===== src/rtl/fan_ramp_pkg.sv =====
package fan_ramp_pkg;
  localparam int DUTY_W = 10;
  localparam int REG_W  = 8;
  localparam int STEP_W = 4;
  localparam int ADDR_W = 3;
  localparam int LOW_W  = DUTY_W - REG_W;

  localparam logic [REG_W-1:0] START_RST = 8'h30;
  localparam logic [REG_W-1:0] STOP_RST  = 8'h25;
  localparam logic [REG_W-1:0] FREQ_RST  = 8'h80;
  localparam logic [REG_W-1:0] STEP_RST  = 8'h00;

  localparam logic [ADDR_W-1:0] A_CTRL  = 3'd0;
  localparam logic [ADDR_W-1:0] A_START = 3'd1;
  localparam logic [ADDR_W-1:0] A_STOP  = 3'd2;
  localparam logic [ADDR_W-1:0] A_FREQ  = 3'd3;
  localparam logic [ADDR_W-1:0] A_STEP  = 3'd4;

  typedef struct packed {
    logic       dc_sel;
    logic       full_latch;
    logic       keep_stop;
    logic [1:0] mode;
  } ctrl_t;

  function automatic logic [DUTY_W-1:0] widen(input logic [REG_W-1:0] lvl);
    return {lvl, {LOW_W{1'b0}}};
  endfunction

  // Move cur toward goal by the matching step; zero step jumps straight there.
  function automatic logic [DUTY_W-1:0] step_toward(
      input logic [DUTY_W-1:0] cur, input logic [DUTY_W-1:0] goal,
      input logic [STEP_W-1:0] up, input logic [STEP_W-1:0] dn);
    logic [DUTY_W:0] sum;
    logic [DUTY_W:0] gap;
    sum = {1'b0, cur} + {{(DUTY_W-STEP_W+1){1'b0}}, up};
    gap = {1'b0, cur} - {1'b0, goal};
    if (goal > cur) begin
      if (up == '0 || sum >= {1'b0, goal}) return goal;
      return sum[DUTY_W-1:0];
    end else if (goal < cur) begin
      if (dn == '0 || gap <= {{(DUTY_W-STEP_W+1){1'b0}}, dn}) return goal;
      return cur - {{(DUTY_W-STEP_W){1'b0}}, dn};
    end
    return cur;
  endfunction

  // One boundary of the automatic ramp, including spin-up and shut-down jumps.
  function automatic logic [DUTY_W-1:0] ramp_next(
      input logic [DUTY_W-1:0] cur, input logic [DUTY_W-1:0] req,
      input logic [DUTY_W-1:0] start_lv, input logic [DUTY_W-1:0] stop_lv,
      input logic [STEP_W-1:0] up, input logic [STEP_W-1:0] dn,
      input logic keep);
    logic run;
    run = (req != '0) && (req >= stop_lv);
    if (run) begin
      if (cur == '0) return start_lv;
      return step_toward(cur, req, up, dn);
    end
    if (cur == '0) return '0;
    if (cur > stop_lv) return step_toward(cur, stop_lv, up, dn);
    return keep ? cur : '0;
  endfunction
endpackage


===== src/rtl/fan_cfg_regs.sv =====
module fan_cfg_regs
  import fan_ramp_pkg::*;
(
  input  logic              clk,
  input  logic              rst_n,
  input  logic              we,
  input  logic [ADDR_W-1:0] addr,
  input  logic [REG_W-1:0]  wdata,
  output ctrl_t             ctrl_q,
  output logic [REG_W-1:0]  start_q,
  output logic [REG_W-1:0]  stop_q,
  output logic [REG_W-1:0]  freq_q,
  output logic [REG_W-1:0]  step_q
);
  localparam int CTRL_W = $bits(ctrl_t);

  always_ff @(posedge clk) begin
    if (!rst_n) begin
      ctrl_q  <= '0;
      start_q <= START_RST;
      stop_q  <= STOP_RST;
      freq_q  <= FREQ_RST;
      step_q  <= STEP_RST;
    end else if (we) begin
      case (addr)
        A_CTRL:  ctrl_q  <= ctrl_t'(wdata[CTRL_W-1:0]);
        A_START: start_q <= wdata;
        A_STOP:  stop_q  <= wdata;
        A_FREQ:  freq_q  <= wdata;
        A_STEP:  step_q  <= wdata;
        default: ;
      endcase
    end
  end
endmodule


===== src/rtl/fan_pwm_timebase.sv =====
module fan_pwm_timebase
  import fan_ramp_pkg::*;
#(
  parameter int FAST_CYC = 1,
  parameter int SLOW_CYC = 48
) (
  input  logic             clk,
  input  logic             rst_n,
  input  logic [REG_W-1:0] freq_q,
  output logic [REG_W-1:0] pwm_cnt,
  output logic             pwm_tick,
  output logic             period_end
);
  localparam int BASE_MAX = (SLOW_CYC > FAST_CYC) ? SLOW_CYC : FAST_CYC;
  localparam int BASE_W   = $clog2(BASE_MAX + 1);
  localparam int DIV_W    = REG_W - 1;

  logic [BASE_W-1:0] pre_cnt, pre_lim;
  logic [DIV_W-1:0]  div_cnt, div_lim;
  logic              pre_tick;

  assign pre_lim  = freq_q[REG_W-1] ? BASE_W'(FAST_CYC - 1) : BASE_W'(SLOW_CYC - 1);
  assign div_lim  = (freq_q[DIV_W-1:0] == '0) ? '0 : freq_q[DIV_W-1:0] - 1'b1;
  assign pre_tick = (pre_cnt >= pre_lim);
  assign pwm_tick = pre_tick && (div_cnt >= div_lim);
  assign period_end = pwm_tick && (pwm_cnt == '1);

  always_ff @(posedge clk) begin
    if (!rst_n) begin
      pre_cnt <= '0;
      div_cnt <= '0;
      pwm_cnt <= '0;
    end else begin
      pre_cnt <= pre_tick ? '0 : pre_cnt + 1'b1;
      if (pre_tick) div_cnt <= (div_cnt >= div_lim) ? '0 : div_cnt + 1'b1;
      if (pwm_tick) pwm_cnt <= pwm_cnt + 1'b1;
    end
  end
endmodule


===== src/rtl/fan_duty_ramp.sv =====
module fan_duty_ramp
  import fan_ramp_pkg::*;
(
  input  logic              clk,
  input  logic              rst_n,
  input  logic              period_end,
  input  ctrl_t             ctrl_q,
  input  logic [REG_W-1:0]  start_q,
  input  logic [REG_W-1:0]  stop_q,
  input  logic [REG_W-1:0]  step_q,
  input  logic [DUTY_W-1:0] speed_target,
  input  logic [DUTY_W-1:0] temp_target,
  input  logic [DUTY_W-1:0] manual_duty,
  output logic [DUTY_W-1:0] auto_target,
  output logic [DUTY_W-1:0] duty_q
);
  logic [DUTY_W-1:0] duty_next;
  logic [STEP_W-1:0] up_step, dn_step;

  assign up_step = step_q[REG_W-1:STEP_W];
  assign dn_step = step_q[STEP_W-1:0];
  assign auto_target = ctrl_q.mode[0] ? temp_target : speed_target;

  always_comb begin
    if (ctrl_q.full_latch)
      duty_next = '1;
    else if (ctrl_q.mode[1])
      duty_next = manual_duty;
    else
      duty_next = ramp_next(duty_q, auto_target, widen(start_q), widen(stop_q),
                            up_step, dn_step, ctrl_q.keep_stop);
  end

  always_ff @(posedge clk) begin
    if (!rst_n) duty_q <= '0;
    else if (period_end) duty_q <= duty_next;
  end
endmodule


===== src/rtl/fan_duty_ctrl.sv =====
module fan_duty_ctrl
  import fan_ramp_pkg::*;
#(
  parameter int FAST_CYC = 1,
  parameter int SLOW_CYC = 48
) (
  input  logic              clk,
  input  logic              rst_n,
  input  logic              cfg_we,
  input  logic [ADDR_W-1:0] cfg_addr,
  input  logic [REG_W-1:0]  cfg_wdata,
  input  logic [DUTY_W-1:0] speed_target,
  input  logic [DUTY_W-1:0] temp_target,
  input  logic [DUTY_W-1:0] manual_duty,
  output logic              pwm_out,
  output logic [DUTY_W-1:0] duty_level
);
  ctrl_t             ctrl_q;
  logic [REG_W-1:0]  start_q, stop_q, freq_q, step_q;
  logic [REG_W-1:0]  pwm_cnt;
  logic              pwm_tick, period_end;
  logic [DUTY_W-1:0] auto_target;

  fan_cfg_regs u_regs (
    .clk(clk), .rst_n(rst_n), .we(cfg_we), .addr(cfg_addr), .wdata(cfg_wdata),
    .ctrl_q(ctrl_q), .start_q(start_q), .stop_q(stop_q), .freq_q(freq_q),
    .step_q(step_q)
  );

  fan_pwm_timebase #(.FAST_CYC(FAST_CYC), .SLOW_CYC(SLOW_CYC)) u_time (
    .clk(clk), .rst_n(rst_n), .freq_q(freq_q), .pwm_cnt(pwm_cnt),
    .pwm_tick(pwm_tick), .period_end(period_end)
  );

  fan_duty_ramp u_ramp (
    .clk(clk), .rst_n(rst_n), .period_end(period_end), .ctrl_q(ctrl_q),
    .start_q(start_q), .stop_q(stop_q), .step_q(step_q),
    .speed_target(speed_target), .temp_target(temp_target),
    .manual_duty(manual_duty), .auto_target(auto_target), .duty_q(duty_level)
  );

  assign pwm_out = (pwm_cnt < duty_level[DUTY_W-1:LOW_W]);
endmodule


===== config.mk =====
export PLATFORM = sky130hd
export DESIGN_NAME = fan_duty_ctrl
export DESIGN_NICKNAME = d
export VERILOG_FILES = /design/src/rtl/fan_ramp_pkg.sv /design/src/rtl/fan_cfg_regs.sv /design/src/rtl/fan_pwm_timebase.sv /design/src/rtl/fan_duty_ramp.sv /design/src/rtl/fan_duty_ctrl.sv
export SDC_FILE = /design/constraint.sdc
export NUM_CORES = 1
export LEC_CHECK = 0
export BUFFER_PORTS_ARGS = -buffer_cell sky130_fd_sc_hd__buf_2
export CORE_MARGIN = 2
export CORE_UTILIZATION = 45
export DETAILED_ROUTE_END_ITERATION = 12
export HOLD_SLACK_MARGIN = 0.03
export SLEW_MARGIN = 20
export SYNTH_ARGS = -nofsm -noshare
export SYNTH_HDL_FRONTEND = slang
export SYNTH_HIERARCHICAL = 1
export SYNTH_SLANG_ARGS = --single-unit

===== constraint.sdc =====
create_clock -name clk -period 4.9 [get_ports clk]
set_clock_uncertainty 0.15 [all_clocks]
set_input_delay 0.49 -clock clk [delete_from_list [all_inputs] [get_ports clk]]
set_output_delay 0.49 -clock clk [all_outputs]
set_load 0.01 [all_outputs]

==> out/metrics.csv, run 1 <==
metric,value,unit
CP max FO,9,
Worst-Margin Slew,0.907,ns
Core Box Area,13800,µm²
initial antenna violation count,0,
worst hold path class,in2reg,
crit share post-route,0.861,
Gate power share,0.203,
"Req. time, crit path",5.03,ns
Total GRT Usage,0.275,
sw frac,0.289,
post-CTS sizing,0,
endpoints failing setup,0,
initial core utilization,0.458,
sequential power share,0.377,
WS Path Type,reg2reg,
WL final,19.9,mm
VDD IR max,167,µV
post-CTS setup buffers,0,
max cap viols,0,
root buf cell,clkbuf_16,
die area,15000,µm²
Post-DP HPWL,15.5,mm
Static Leak,3.00,nW
design area,7090,µm²
vias in the first global route,5890,
worst-skew pair later-pin latency,0.34,ns
relative slew slack,0.390,
# diodes,0,
synth-to-layout area growth,12.1,%
setup_tns,0,ns
Die H,123,µm
drt first-iter violations,405,
Mapped Cells,779,
Critical Path AT,4.35,ns
setup ws final,0.683,ns
placed inst area,6800,µm²
CP endpoint kind,register,
port bufs,54,
fill cell count,1348,
max-slew violation count,0,
DRC Markers,0,
Period minus WS final,4.22,ns
NetSw,0.000449,W
cts bufs inserted,9,
RSZ-0062 raised after global routing,no,
mapped cell area,6330,µm²
DRT Pass-1 Iters,5,
Power Density,219,nW/µm²
Place WS,0.752,ns
Via-to-Cell Ratio,6.06,
Fmax,237,MHz
YS warnings,6,
Int Pwr,0.00111,W
WL per Instance,19.6,µm
clk buf depth,2,
CP Launch Type,register,
Clock power frac,0.420,
CTS tree,built,
fin nets,953,
H-tree depth,3,
FP Rows,43,
clk slew on worst S/H paths,0.06,ns
layout cells sized above 1,0.136,
largest net degree at the start of global routing,36,
# IOs,55,
Vias,6156,
Post-DRT Antenna Nets,0,
Clock Sinks,67,
GP Congestion,0.997,
Post-CTS Hold Buffers,0,
global-route wire length before repair,31.6,mm
Syn Area/Cell,8.12,µm²
status,finished clean,
total gr overflow,0,
Die Wd,123,µm
Final Hold Fails,0,
syn_nets,900,
## layer usage
layer	GRT usage	up-vias	wire [µm]
met5	0	-	0
met4	0.132	0	876
met3	0.0400	65	1300
met2	0.423	253	8680
met1	0.378	2862	9070
li1	-	2976	-
## placed cells by master (no fill, tap or decap), types with 10 or more instances in the layout
cell type	count
a211oi_1	10
or3_1	11
inv_1	60
dfxtp_1	67
xor2_1	12
nor3_1	19
nand3_1	28
o21ai_0	17
mux2i_1	49
ha_1	73
nand2b_1	12
xnor2_1	18
o31ai_1	10
nor2b_1	14
buf_4	20
nand2_1	74
or4_1	11
a21oi_1	52
buf_2	54
o211ai_1	12
nor2_1	52
## final cells by class
cell class / count / area (µm²) / area share
timing repair buffer: 74 / 420 / 0.0593
inverter: 60 / 225 / 0.0318
clock inverter: 2 / 35.0 / 0.00494
clock buffer: 13 / 260 / 0.0367
tap: 180 / 225 / 0.0318
sequential: 67 / 1340 / 0.189
multi-input combinational: 620 / 4580 / 0.646
## state kept, by name, indices dropped and copies added (netlist names)
name,count
u_time/pwm_cnt,8
u_time/pre_cnt,6
u_ramp/duty_q,10
u_time/div_cnt,7
u_regs/step_q,8
u_regs/stop_q,8
u_regs/start_q,8
u_regs/ctrl_q,4
u_regs/freq_q,8
## worst max-delay path, stage by stage (launching register included)
cell      delay [ns]
dfxtp_1         0.54
ha_1            0.31
a21o_1          0.16
a21o_1          0.19
a21oi_1         0.24
nor2_1          0.08
xnor2_1         0.23
ha_1            0.30
a21o_1          0.18
a21o_1          0.17
a211o_1         0.29
a41o_1          0.22
or3_1           0.43
or3_1           0.38
nand4b_1        0.10
o221a_1         0.17
## path summary, 6_finish.rpt
check                                startpoint                            end  slack [ns]  depth (start not counted)
setup / recovery  u_ramp/duty_q[1]$_SDFFE_PN0P_  u_ramp/duty_q[1]$_SDFFE_PN0P_        0.68                         15
hold / removal                     cfg_wdata[7]  u_regs/freq_q[7]$_SDFFE_PN1P_        0.27                          3
setup reg to reg  u_ramp/duty_q[1]$_SDFFE_PN0P_  u_ramp/duty_q[1]$_SDFFE_PN0P_        0.68                         15
hold reg to reg    u_time/pre_cnt[0]$_SDFF_PP0_   u_time/pre_cnt[0]$_SDFF_PP0_        0.32                          1
## through the flow
step                      utilization  hold slack [ns]  cells  power, W
after floorplan                     -            0.280    779  0.000811
after global placement          0.491            0.297   1001  0.000899
after detailed placement        0.491            0.306   1001  0.000906
after CTS                       0.513            0.265   1016   0.00156
after global routing            0.513            0.313   1016   0.00163
final                           0.513            0.273   1016   0.00156
## power by group through the flow
| stage | clock, W | sequential [W] | combinational (W) |
|---|---|---|---|
| global placement | 0 | 0.000596 | 0.000303 |
| floorplan | 0 | 0.000589 | 0.000223 |
| CTS | 0.000667 | 0.000586 | 0.000310 |
| finish | 0.000654 | 0.000586 | 0.000316 |
| global route | 0.000688 | 0.000589 | 0.000351 |
| detailed placement | 0 | 0.000598 | 0.000308 |
Note: power is estimated with default switching activity, not from simulation.
==> inputs of run 2 (changes only) <==
--- a/config.mk
+++ b/config.mk
@@ -10,6 +10,7 @@
 export CORE_UTILIZATION = 45
 export DETAILED_ROUTE_END_ITERATION = 12
 export HOLD_SLACK_MARGIN = 0.03
+export PLACE_DENSITY_LB_ADDON = 0.05
 export SLEW_MARGIN = 20
 export SYNTH_ARGS = -nofsm -noshare
 export SYNTH_HDL_FRONTEND = slang
==> constraint.sdc (replaced) <==
create_clock -name clk -period 4.9 [get_ports clk]
set_clock_uncertainty 0.15 [all_clocks]
set_input_delay 0 -clock clk [delete_from_list [all_inputs] [get_ports clk]]
set_output_delay 0 -clock clk [all_outputs]
set_load 0.01 [all_outputs]
==> run 2 against run 1 <==
Setup slack got worse by 0.052 ns. Sequential power is essentially flat. Critical endpoint unchanged. Core utilization increased by 1.4 points. Power up 0.74%. Wire length increased by 2.2%. Largest cell class unchanged. Fmax is 1.2% lower. Non-clock buffer count up 19.
==> out/metrics.csv, run 2 (same netlist as run 1, synthesis figures left out) <==
metric,value,unit,change
global-route wire length before repair,32.2,mm,+2.0%
CP Launch Type,register,,
port bufs,54,,unchanged
endpoints failing setup,0,,unchanged
crit share post-route,0.871,,+0.0107
most frequent cells in the layout,"nand2_1, ha_1, dfxtp_1",,
root buf cell,clkbuf_16,,
Critical Path AT,4.40,ns,+0.05 ns
Power Density,215,nW/µm²,-1.9%
Vias,6218,,+1.0%
max cap viols,0,,unchanged
relative slew slack,0.505,,+0.115
placed cell count,999,,-0.20%
clk slew on worst S/H paths,0.06,ns,about the same
Die Wd,123,µm,unchanged
"commonest non-fill, non-tap cell in the layout",nand2_1,,
WS Path Type,reg2reg,,
max-slew violation count,0,,unchanged
CP endpoint kind,register,,
total gr overflow,0,,unchanged
Die H,123,µm,unchanged
GP Congestion,0.991,,-0.52%
largest net degree at the start of global routing,59,,+64%
CTS tree,built,,
setup_tns,0,ns,unchanged
placed inst area,6780,µm²,-0.22%
cts bufs inserted,9,,unchanged
initial antenna violation count,0,,unchanged
FP Rows,43,,unchanged
fill cell count,1385,,+2.7%
worst-skew pair later-pin latency,0.34,ns,about the same
WL final,20.4,mm,+2.2%
clk buf depth,2,,unchanged
Fmax,234,MHz,-1.2%
DRT Pass-1 Iters,5,,unchanged
post-CTS setup buffers,0,,unchanged
Core Box Area,13800,µm²,unchanged
vias in the first global route,6085,,+3.3%
Final Hold Fails,0,,unchanged
design area,7280,µm²,+2.7%
Static Leak,3.06,nW,+2.1%
# diodes,0,,unchanged
CP max FO,9,,unchanged
status,finished clean,,
drt first-iter violations,478,,+18%
Period minus WS final,4.27,ns,+0.0524 ns
"non-filler cells, final",1034,,+1.8%
Clock Sinks,67,,unchanged
VDD IR max,156,µV,-6.4%
Via-to-Cell Ratio,6.01,,-0.75%
Post-DRT Antenna Nets,0,,unchanged
synth-to-layout area growth,15.1,%,
fin nets,972,,+2.0%
Post-DP HPWL,15.6,mm,+0.93%
"Req. time, crit path",5.03,ns,about the same
WL per Instance,19.7,µm,+0.41%
Total GRT Usage,0.278,,+0.00290
initial core utilization,0.458,,unchanged
die area,15000,µm²,unchanged
# IOs,55,,unchanged
RSZ-0062 raised after global routing,no,,
DRC Markers,0,,unchanged
max FFs per register,10,,unchanged
Biggest register,u_ramp/duty_q,,
Worst-Margin Slew,0.738,ns,-0.169 ns
worst hold path class,in2reg,,
H-tree depth,3,,unchanged
layout cells sized above 1,0.132,,-0.00405
## run 2: cell types whose count changed in the layout (fill, tap and decap cells not counted), sizes merged
cell | previous run | this run
dlygate4sd3 | 0 | 21
clkbuf | 13 | 10
clkinvlp | 0 | 3
buf | 74 | 72
clkinv | 1 | 0
## run 2: cell type report
class / instances / area, µm² / share of cell area
clock inverter: 4 / 52.6 / 0.00722
clock buffer: 10 / 239 / 0.0328
sequential: 67 / 1340 / 0.184
timing repair buffer: 93 / 616 / 0.0845
tap: 180 / 225 / 0.0309
multi-input combinational: 620 / 4580 / 0.629
inverter: 60 / 225 / 0.0309
## run 2: worst paths after layout
path,from,to,slack [ns],depth (start not counted)
max,u_ramp/duty_q[1]$_SDFFE_PN0P_,u_ramp/duty_q[1]$_SDFFE_PN0P_,0.63,15
min,manual_duty[6],u_ramp/duty_q[6]$_SDFFE_PN0P_,0.04,4
max reg2reg,u_ramp/duty_q[1]$_SDFFE_PN0P_,u_ramp/duty_q[1]$_SDFFE_PN0P_,0.63,15
min reg2reg,u_regs/stop_q[7]$_SDFFE_PN0P_,u_regs/stop_q[7]$_SDFFE_PN0P_,0.31,2
## run 2: layer usage
layer | track usage | part of all wire
met4 | 0.0812 | 0.025
met2 | 0.427 | 0.43
met1 | 0.388 | 0.46
met5 | 0 | 0
met3 | 0.0637 | 0.079
## run 2: critical path: stages, from the launching register on
cell	delay, ns
dfxtp_1	0.56
ha_1	0.32
a21o_1	0.16
a21o_1	0.19
a21oi_1	0.28
nor2_1	0.09
xnor2_1	0.20
ha_1	0.29
a21o_1	0.20
a21o_1	0.18
a211o_1	0.28
a41o_1	0.23
or3_1	0.40
or3_1	0.37
nand4b_1	0.10
o221a_1	0.19
## run 2: power breakdown
part	switching (W)	internal, W	total, W
clock	0.000251	0.000402	0.000653
sequential	0.0000234	0.000562	0.000586
combinational	0.000194	0.000135	0.000329
total	0.000468	0.00110	0.00157
## run 2: per-stage QoR
stage	total power (W)	util	setup WS [ns]	hold slack (ns)
global placement	0.000899	0.490	0.811	0.138
CTS	0.00157	0.527	0.665	0.0325
finish	0.00157	0.527	0.631	0.0358
detailed placement	0.000907	0.490	0.689	0.141
floorplan	0.000811	-	0.618	-0.0116
global route	0.00164	0.527	0.422	0.0424
## run 2: repair_timing
action / CTS / global route
endpoints found under the hold margin: 41 / 0
resized for setup: 0 / 0
hold buffers: 21 / 0
